### src/rtl/rxw_pkg.sv
package rxw_pkg;
  typedef enum logic {
    CAUSE_LENGTH   = 1'b0,
    CAUSE_OVERFLOW = 1'b1
  } drop_cause_e;
endpackage

### src/rtl/rxw_wrap_step.sv
module rxw_wrap_step #(
  parameter int WA_W = 15,
  parameter logic [WA_W-1:0] TOP_WORD = 15'h2FFF
) (
  input  logic [WA_W-1:0] cur,
  input  logic [WA_W-1:0] base,
  output logic [WA_W-1:0] nxt
);
  always_comb begin
    if (cur == TOP_WORD) nxt = base;
    else                 nxt = cur + 1'b1;
  end
endmodule

### src/rtl/rxw_len_guard.sv
module rxw_len_guard #(
  parameter int LEN_W = 16
) (
  input  logic [LEN_W-1:0] len_in,
  input  logic [LEN_W-1:0] limit,
  input  logic             no_limit,
  output logic [LEN_W-1:0] len_out,
  output logic             over
);
  always_comb begin
    if (len_in == {LEN_W{1'b1}}) len_out = len_in;
    else                         len_out = len_in + 1'b1;
    over = !no_limit && (len_out > limit);
  end
endmodule

### src/rtl/rxw_word_port.sv
module rxw_word_port #(
  parameter int WA_W = 15
) (
  input  logic            clk,
  input  logic            rst,
  input  logic            we_d,
  input  logic [WA_W-1:0] addr_d,
  input  logic [15:0]     data_d,
  output logic            we_q,
  output logic [WA_W-1:0] addr_q,
  output logic [15:0]     data_q
);
  always_ff @(posedge clk) begin
    if (rst) begin
      we_q   <= 1'b0;
      addr_q <= '0;
      data_q <= '0;
    end else begin
      we_q <= we_d;
      if (we_d) begin
        addr_q <= addr_d;
        data_q <= data_d;
      end
    end
  end
endmodule

### src/rtl/rx_ring_writer.sv
module rx_ring_writer
  import rxw_pkg::*;
#(
  parameter int ADDR_W = 16,
  parameter logic [ADDR_W-1:0] TOP_ADDR = 16'h5FFF,
  parameter int LEN_W = 16
) (
  input  logic              clk,
  input  logic              rst,
  input  logic [ADDR_W-1:0] cfg_start,
  input  logic [LEN_W-1:0]  cfg_max_len,
  input  logic              cfg_any_len,
  input  logic [ADDR_W-1:0] host_fence,
  input  logic              in_valid,
  input  logic              in_sof,
  input  logic              in_eof,
  input  logic [7:0]        in_byte,
  output logic              ram_we,
  output logic [ADDR_W-2:0] ram_addr,
  output logic [15:0]       ram_wdata,
  output logic              done_valid,
  output logic [ADDR_W-1:0] done_start,
  output logic [LEN_W-1:0]  done_len,
  output logic              drop_valid,
  output logic              drop_overflow
);
  localparam int WA_W = ADDR_W - 1;
  localparam logic [WA_W-1:0] TOP_WORD = TOP_ADDR[ADDR_W-1:1];

  // frame state
  logic [WA_W-1:0]  start_w;   // ring base word, captured at reset
  logic [WA_W-1:0]  commit_w;  // word where the next frame begins
  logic [WA_W-1:0]  wr_w;      // word being filled
  logic             in_frame;
  logic             odd_phase; // 1: low byte already held
  logic [7:0]       low_byte;
  logic [LEN_W-1:0] cnt;
  logic             bad;
  drop_cause_e      cause;

  // effective values for the byte in flight (a first byte restarts)
  logic             take;
  logic [WA_W-1:0]  f_w;
  logic             f_phase;
  logic [LEN_W-1:0] f_cnt;
  logic             f_bad;
  drop_cause_e      f_cause;
  logic [WA_W-1:0]  step_w;
  logic [LEN_W-1:0] cnt_new;
  logic             too_long;
  logic             fence_hit;
  logic             n_bad;
  drop_cause_e      n_cause;
  logic             wr_en;
  logic [15:0]      wr_data;

  always_comb begin
    take    = in_valid && (in_sof || in_frame);
    f_w     = in_sof ? commit_w : wr_w;
    f_phase = in_sof ? 1'b0 : odd_phase;
    f_cnt   = in_sof ? '0 : cnt;
    f_bad   = in_sof ? 1'b0 : bad;
    f_cause = in_sof ? CAUSE_LENGTH : cause;
  end

  rxw_wrap_step #(.WA_W(WA_W), .TOP_WORD(TOP_WORD)) u_step (
    .cur (f_w),
    .base(start_w),
    .nxt (step_w)
  );

  rxw_len_guard #(.LEN_W(LEN_W)) u_len (
    .len_in  (f_cnt),
    .limit   (cfg_max_len),
    .no_limit(cfg_any_len),
    .len_out (cnt_new),
    .over    (too_long)
  );

  always_comb begin
    fence_hit = !f_phase && (f_w == host_fence[ADDR_W-1:1]);
    n_bad     = f_bad || too_long || fence_hit;
    if (f_bad)         n_cause = f_cause;
    else if (too_long) n_cause = CAUSE_LENGTH;
    else               n_cause = CAUSE_OVERFLOW;
    wr_en     = take && !n_bad && (f_phase || in_eof);
    wr_data   = f_phase ? {in_byte, low_byte} : {8'h00, in_byte};
  end

  rxw_word_port #(.WA_W(WA_W)) u_port (
    .clk   (clk),
    .rst   (rst),
    .we_d  (wr_en),
    .addr_d(f_w),
    .data_d(wr_data),
    .we_q  (ram_we),
    .addr_q(ram_addr),
    .data_q(ram_wdata)
  );

  always_ff @(posedge clk) begin
    if (rst) begin
      start_w       <= cfg_start[ADDR_W-1:1];
      commit_w      <= cfg_start[ADDR_W-1:1];
      wr_w          <= cfg_start[ADDR_W-1:1];
      in_frame      <= 1'b0;
      odd_phase     <= 1'b0;
      low_byte      <= '0;
      cnt           <= '0;
      bad           <= 1'b0;
      cause         <= CAUSE_LENGTH;
      done_valid    <= 1'b0;
      done_start    <= '0;
      done_len      <= '0;
      drop_valid    <= 1'b0;
      drop_overflow <= 1'b0;
    end else begin
      done_valid <= 1'b0;
      drop_valid <= 1'b0;
      if (take) begin
        cnt   <= cnt_new;
        bad   <= n_bad;
        cause <= n_cause;
        if (in_eof) begin
          in_frame  <= 1'b0;
          odd_phase <= 1'b0;
          if (!n_bad) begin
            commit_w   <= step_w;   // pads an odd tail to the next word
            done_valid <= 1'b1;
            done_start <= {commit_w, 1'b0};
            done_len   <= cnt_new;
          end else begin
            drop_valid    <= 1'b1;  // commit_w kept: space is rolled back
            drop_overflow <= (n_cause == CAUSE_OVERFLOW);
          end
        end else begin
          in_frame  <= 1'b1;
          odd_phase <= !f_phase;
          wr_w      <= f_phase ? step_w : f_w;
          if (!f_phase) low_byte <= in_byte;
        end
      end
    end
  end

  AST_IN_RING: assert property (@(posedge clk) disable iff (rst)
    ram_we |-> (ram_addr >= start_w && ram_addr <= TOP_WORD));
  AST_NO_OVERFLOW: assert property (@(posedge clk) disable iff (rst)
    ram_we |-> (ram_addr != $past(host_fence[ADDR_W-1:1])));
  AST_LEN_LIMIT: assert property (@(posedge clk) disable iff (rst)
    done_valid |-> ($past(cfg_any_len) || done_len <= $past(cfg_max_len)));
  AST_ONE_REPORT: assert property (@(posedge clk) disable iff (rst)
    !(done_valid && drop_valid));
  AST_ROLLBACK: assert property (@(posedge clk) disable iff (rst)
    drop_valid |-> $stable(commit_w));
endmodule

### config.mk
export PLATFORM = sky130hd
export DESIGN_NAME = rx_ring_writer
export DESIGN_NICKNAME = d
export VERILOG_FILES = /design/src/rtl/rxw_pkg.sv /design/src/rtl/rxw_wrap_step.sv /design/src/rtl/rxw_len_guard.sv /design/src/rtl/rxw_word_port.sv /design/src/rtl/rx_ring_writer.sv
export SDC_FILE = /design/constraint.sdc
export NUM_CORES = 1
export LEC_CHECK = 0
export BUFFER_PORTS_ARGS = -buffer_cell sky130_fd_sc_hd__buf_2
export CAP_MARGIN = 5
export CORE_UTILIZATION = 50
export DETAILED_ROUTE_END_ITERATION = 16
export PLACE_DENSITY = 0.82
export SLEW_MARGIN = 0
export SYNTH_ARGS = -nofsm -noshare
export SYNTH_HDL_FRONTEND = slang
export SYNTH_HIERARCHICAL = 1
export SYNTH_SLANG_ARGS = --single-unit
export TNS_END_PERCENT = 50
### constraint.sdc
create_clock -name clk -period 6.4 [get_ports clk]
set_clock_uncertainty 0.15 [all_clocks]
set_input_delay 0.64 -clock clk [delete_from_list [all_inputs] [get_ports clk]]
set_output_delay 0.64 -clock clk [all_outputs]
set_load 0.02 [all_outputs]
==> results of run 1 <==
## worst max-delay path, delay by kind of cell
kind	cells	cell delay, ps
buffers and inverters	2	700
and+or+nand+nor	9	1690
muxes	2	650
adders and majority gates	2	640
AOI/OAI and AO/OA	3	770
## cells by family after synthesis
logic type,count (synthesis)
compound gates,111
xor+xnor,34
fa+ha+maj,18
buf+inv,95
flops,139
mux,90
other cells,1
simple gates,311
## power breakdown
| part | switching, mW | total [mW] | internal, mW | leakage [nW] |
|---|---|---|---|---|
| clock | 0.375 | 1.02 | 0.642 | 0.305 |
| sequential | 0.0213 | 0.985 | 0.964 | 1.21 |
| combinational | 0.177 | 0.288 | 0.111 | 2.14 |
## stage by stage
step	std cells	power, mW	setup WS, ps
after global placement	1066	1.278	1146
after CTS	1098	2.300	1459
after floorplan	799	1.206	1686
after detailed placement	1066	1.288	1046
final	1100	2.290	1407
after global routing	1099	2.374	1038
## registers in the layout, indices dropped and copies added (netlist names), 8 cells and up
name           cells
commit_w          15
wr_w              15
start_w           15
u_port/addr_q     15
u_port/data_q     16
low_byte           8
done_start        15
done_len          16
cnt               16
## how the worst max path moves through the flow
stage | startpoint | end | slack (ps) | cells past startpoint
2_1_floorplan | in_sof | u_port/addr_q[2] | 1690 | 20
3_3_place_gp | in_sof | u_port/addr_q[4] | 1150 | 18
3_5_place_dp | in_sof | u_port/addr_q[4] | 1050 | 18
4_1_cts | in_sof | u_port/addr_q[4] | 1460 | 18
5_1_grt | in_sof | u_port/addr_q[9] | 1040 | 18
6_report | in_sof | u_port/addr_q[4] | 1410 | 18
## layer usage
layer	up-vias	part of all wire (%)	routed length [um]	GRT usage, %
li1	2904	-	-	-
met5	-	0	0	0
met1	2728	45	7585	28.82
met3	19	6.9	1170	5.678
met4	0	1.1	179	7.605
met2	222	47	8072	36.35
## layout make-up
| class | instances | area [um^2] |
|---|---|---|
| Multi-Input combinational cell | 565 | 3709 |
| Antenna cell | 2 | 5.005 |
| Inverter | 48 | 180.2 |
| Clock buffer | 23 | 510.5 |
| Clock inverter | 9 | 107.6 |
| Tap cell | 184 | 230.2 |
| Fill cell | 1240 | 5893 |
| Sequential cell | 139 | 3233 |
| Timing Repair Buffer | 130 | 665.6 |
## cell usage in the layout (no fill, tap or decap), types with 8 or more instances in the layout
| cell type | n |
|---|---|
| nand2b_1 | 64 |
| mux2i_1 | 73 |
| mux2_2 | 11 |
| dfxtp_1 | 94 |
| clkbuf_16 | 19 |
| nand2_1 | 87 |
| and2_1 | 13 |
| nor2b_1 | 19 |
| ha_1 | 18 |
| nand3_1 | 16 |
| nor2_1 | 64 |
| o21ai_0 | 35 |
| nand4_1 | 14 |
| a21oi_1 | 51 |
| xnor2_1 | 25 |
| buf_2 | 124 |
| edfxtp_1 | 45 |
| xor2_1 | 8 |
| inv_1 | 48 |
==> run metrics, run 1 <==
Hold Buf Count CTS 0; RSZ-0062 raised after global routing false; Die Wd 123.9 um; Synth Area in XOR/XNOR 4.111%; Adder-Cell Fraction of Synth Area 3.033%; Final Net Count 981; Post-CTS Setup Bufs 0; Post-Syn Nets 879; Top FF cell, synth dfxtp_1; crit path DAT 5110 ps; chip height 123.9 um; Design Area, Final 0.008641 mm^2; clock sink count 139; DR pass1 iterations 5; share of post-route cells with drive strength above 1 20.68%; effective utilization at floorplan 51.09%; largest family of logic cells by synthesized area simple AND/OR/NAND/NOR gates; startpoint types primary input; Slew headroom 18.88%; Routed WL per cell 15.46 um; Cell Area, Synth 0.007426 mm^2; vias post-DR 5873; initial antenna violation count 1; Post-synth ARST share 0%; H-tree levels 4; clock buffer depth 2; core area 0.01453 mm^2; Fin. Hold Viols 0; Ports 129; EDFF count, synth 45; count of cell types in the netlist 55; most common cell in the synthesized netlist dfxtp_1; CTS buffer count 17; clock root cell clkbuf_16; CTS tree yes; post-placement cell area 0.008018 mm^2; sequential cell area fraction in the yosys report 43.54%; Post-DP HPWL 11670 um; Largest stage delay, worst path 490 ps; setup slack, reg-to-reg 1560 ps; Cell Pwr Density 265.0 mW/mm^2; CP endpoint kind register; Final Wtd Congestion 0.8797; Final Routed Wirelength 17010 um; start point of the worst hold path cfg_start[8]; outcome finished clean; fmax 200.3 MHz; crit share post-route 78.01%; mux cell area share after synthesis 12.64%; worst min path class in -> reg; Final Hold Slack 265.4 ps; DRC viols 0; CP Cell Sequence buf_2 -> nor2b_1 -> ha_1 -> and3_1 -> nand4_4 -> nor2_1 -> mux2_2 -> ha_1 -> a21oi_1 -> nand2_1 -> a211o_1 -> o31a_1 -> nor2_1 -> nand2_1 -> nor3_2 -> buf_4 -> mux2i_1 -> nor2_1; Synthesis Warnings 6; die area 0.01534 mm^2; Crit Path Category in -> reg; simple logic cell fraction of the synthesized area 21.42%; Iter 0 DRT Violations 620; post-synth top area share 25.34%; max-slew violations 0; post-CTS sizing 0; endpoints failing setup 0; Crit Reg-Reg Startpoint cnt[0]; total negative slack 0 ps; largest net degree at the start of global routing 102; Min-Delay Endpoint start_w[7]; CP Max Fanout 32; fin crit period 4993 ps; number of buffers added on ports 125; Leak Pwr 3.658 nW; maxcap violations 0; gr usage total 22.36%; Least-Margin Pin Slew 1208 ps; Max VDD drop 195.7 uV; grt ovf 0; synth top area cells dfxtp_1 (25%), edfxtp_1 (18%), mux2i_1 (9.8%); Layout Utilization 59.45%; WHS Path Cells 1; Clock Latency Late Sink 420 ps; Crit path required time 6520 ps; most used cell along the critical path nor2_1; vias per inst 5.339; Cells after Synth 799; Area Overhead vs Synth 16.36%; clk slew on worst S/H paths 60 ps; Final ANT Viol Nets 0; Syn Area/Cell 9.294 um^2; first-pass GRT wire length 26190 um; Commonest cells post-synth dfxtp_1 (94), nand2_1 (87), mux2i_1 (73), nand2b_1 (64), nor2_1 (64); Synth area leader dfxtp_1; worst-case reg-to-reg path depth 17; Synth Area in Compound Gates 8.458%; Critical Path Slowest Stage Cell buf_4; Seq cells post-synth 139; r2r endpoint u_port/addr_q[4]; # rows 44; vias in the first global route 5269
(Power assumes the default switching activity.)
==> run 2, diff against run 1 <==
Clock period 6.4 ns to 4.81 ns, I/O delays scaled along.
==> run 2 against run 1 <==
- wire length shrank 1.0%
- clock-buffer cell count grew 1
- final cell count grew 1.3%
- register-to-register slack lost 1200 ps
- largest power group unchanged
- utilization grew 1.0 points
- sequential cell count is the same
- sequential power grew 33%
- total power grew 35%
- setup slack lost 1100 ps
- non-clock buffer count grew 14
- final area grew 1.7%
- hold slack lost 160 ps
==> run metrics, run 2 (same netlist as run 1, synthesis figures left out) <==
total power 3.089 mW; worst setup margin 336.2 ps; Cell Pwr Density 351.6 mW/mm^2; Area Overhead vs Synth 18.32%; CP Max Fanout 32; Design Area, Final 0.008786 mm^2; start point of the worst hold path cfg_start[6]; initial antenna violation count 1; Post-DP HPWL 11800 um; # rows 44; grt ovf 0; Clock Latency Late Sink 420 ps; Max VDD drop 239.5 uV; Final Hold Slack 103.4 ps; Final Routed Wirelength 16830 um; vias per inst 5.260; post-CTS sizing 0; Crit Path Category reg -> reg; RSZ-0062 raised after global routing false; first-pass GRT wire length 26380 um; core area 0.01453 mm^2; Ports 129; max-slew violations 0; post-placement cell area 0.008135 mm^2; crit share post-route 93.01%; CTS tree yes; Hold Buf Count CTS 0; vias post-DR 5860; Fin. Hold Viols 0; Final Non-Filler Cells 1114; die area 0.01534 mm^2; crit path DAT 4590 ps; Slew headroom 39.98%; leading cell type in the layout, fill and taps excluded buf_2; effective utilization at floorplan 51.09%; Least-Margin Pin Slew 899.7 ps; clock sink count 139; Crit path required time 4930 ps; vias in the first global route 5496; share of post-route cells with drive strength above 1 21.98%; clk slew on worst S/H paths 60 ps; largest net degree at the start of global routing 96; Iter 0 DRT Violations 401; critical path startpoint cnt[9]; Leak Pwr 3.755 nW; startpoint types register; clock root cell clkbuf_16; clock buffer depth 2; maxcap violations 0; most frequent cells in the layout buf_2 (124), dfxtp_1 (94), nand2_1 (87); Routed WL per cell 15.11 um; Final ANT Viol Nets 0; H-tree levels 4; CTS buffer count 17; Final Wtd Congestion 0.8776; number of buffers added on ports 125; DRC viols 0; Post-CTS Setup Bufs 0; CP endpoint kind register; chip height 123.9 um; worst min path class in -> reg; Die Wd 123.9 um; fmax 223.5 MHz; pre-CTS setup slack -33.74 ps; Placed Cells 1080; Final Net Count 995; outcome finished clean; Crit Reg-Reg Startpoint cnt[9]; biggest regs cnt x16, done_len x16, u_port/data_q x16; fin crit period 4474 ps; gr usage total 22.45%; endpoints failing setup 0; DR pass1 iterations 5
==> run 2: cell count changes in the layout (fill, tap and decap cells not counted), sizes merged <==
cell	delta
clkinvlp	-1
buf	+14
clkbuf	+1
==> run 2: path summary, 6_finish.rpt <==
check                     endpoint  slack [ps]  depth (start not counted)
hold / removal          start_w[5]         100                          1
setup / recovery  u_port/addr_q[4]         340                         16
setup reg to reg  u_port/addr_q[4]         340                         16
hold reg to reg            cnt[13]         300                          2
==> run 2: final cells by class <==
class | count | area (um^2)
Fill cell | 1257 | 5748
Tap cell | 184 | 230.2
Clock buffer | 24 | 548.0
Multi-Input combinational cell | 565 | 3709
Sequential cell | 139 | 3233
Timing Repair Buffer | 144 | 783.3
Antenna cell | 2 | 5.005
Clock inverter | 8 | 97.59
Inverter | 48 | 180.2
==> run 2: through the flow <==
stage / TNS (ps) / utilization (%)
final: 0 / 60.45
after global routing: 0 / 60.43
after CTS: 0 / 60.42
after detailed placement: -45.94 / 55.97
after global placement: 0 / 55.97
after floorplan: 0 / -
==> run 2: power breakdown <==
| part | switching (mW) | internal [mW] | total, mW |
|---|---|---|---|
| clock | 0.491 | 0.903 | 1.39 |
| sequential | 0.0280 | 1.28 | 1.31 |
| combinational | 0.234 | 0.151 | 0.385 |
| total | 0.754 | 2.34 | 3.09 |
==> run 2: metal layers <==
metal,GRT usage (%),wire length [um]
met5,0,0
met2,37.88,8078
met3,4.853,883
met1,27.52,7531
met4,9.639,340
==> run 2: critical path, cell delays in order, from the launching register on <==
cell      delay, ps
dfxtp_1         330
nor2b_1         270
and4_1          470
nand4_4         180
or2_1           380
nand3_1         220
ha_1            290
nand4_1         160
a311oi_1         80
a211o_1         320
o31a_1          290
nor2_1          190
nand2_1         110
nor3_2          280
buf_12          260
mux2i_1         240
nor2_1           60
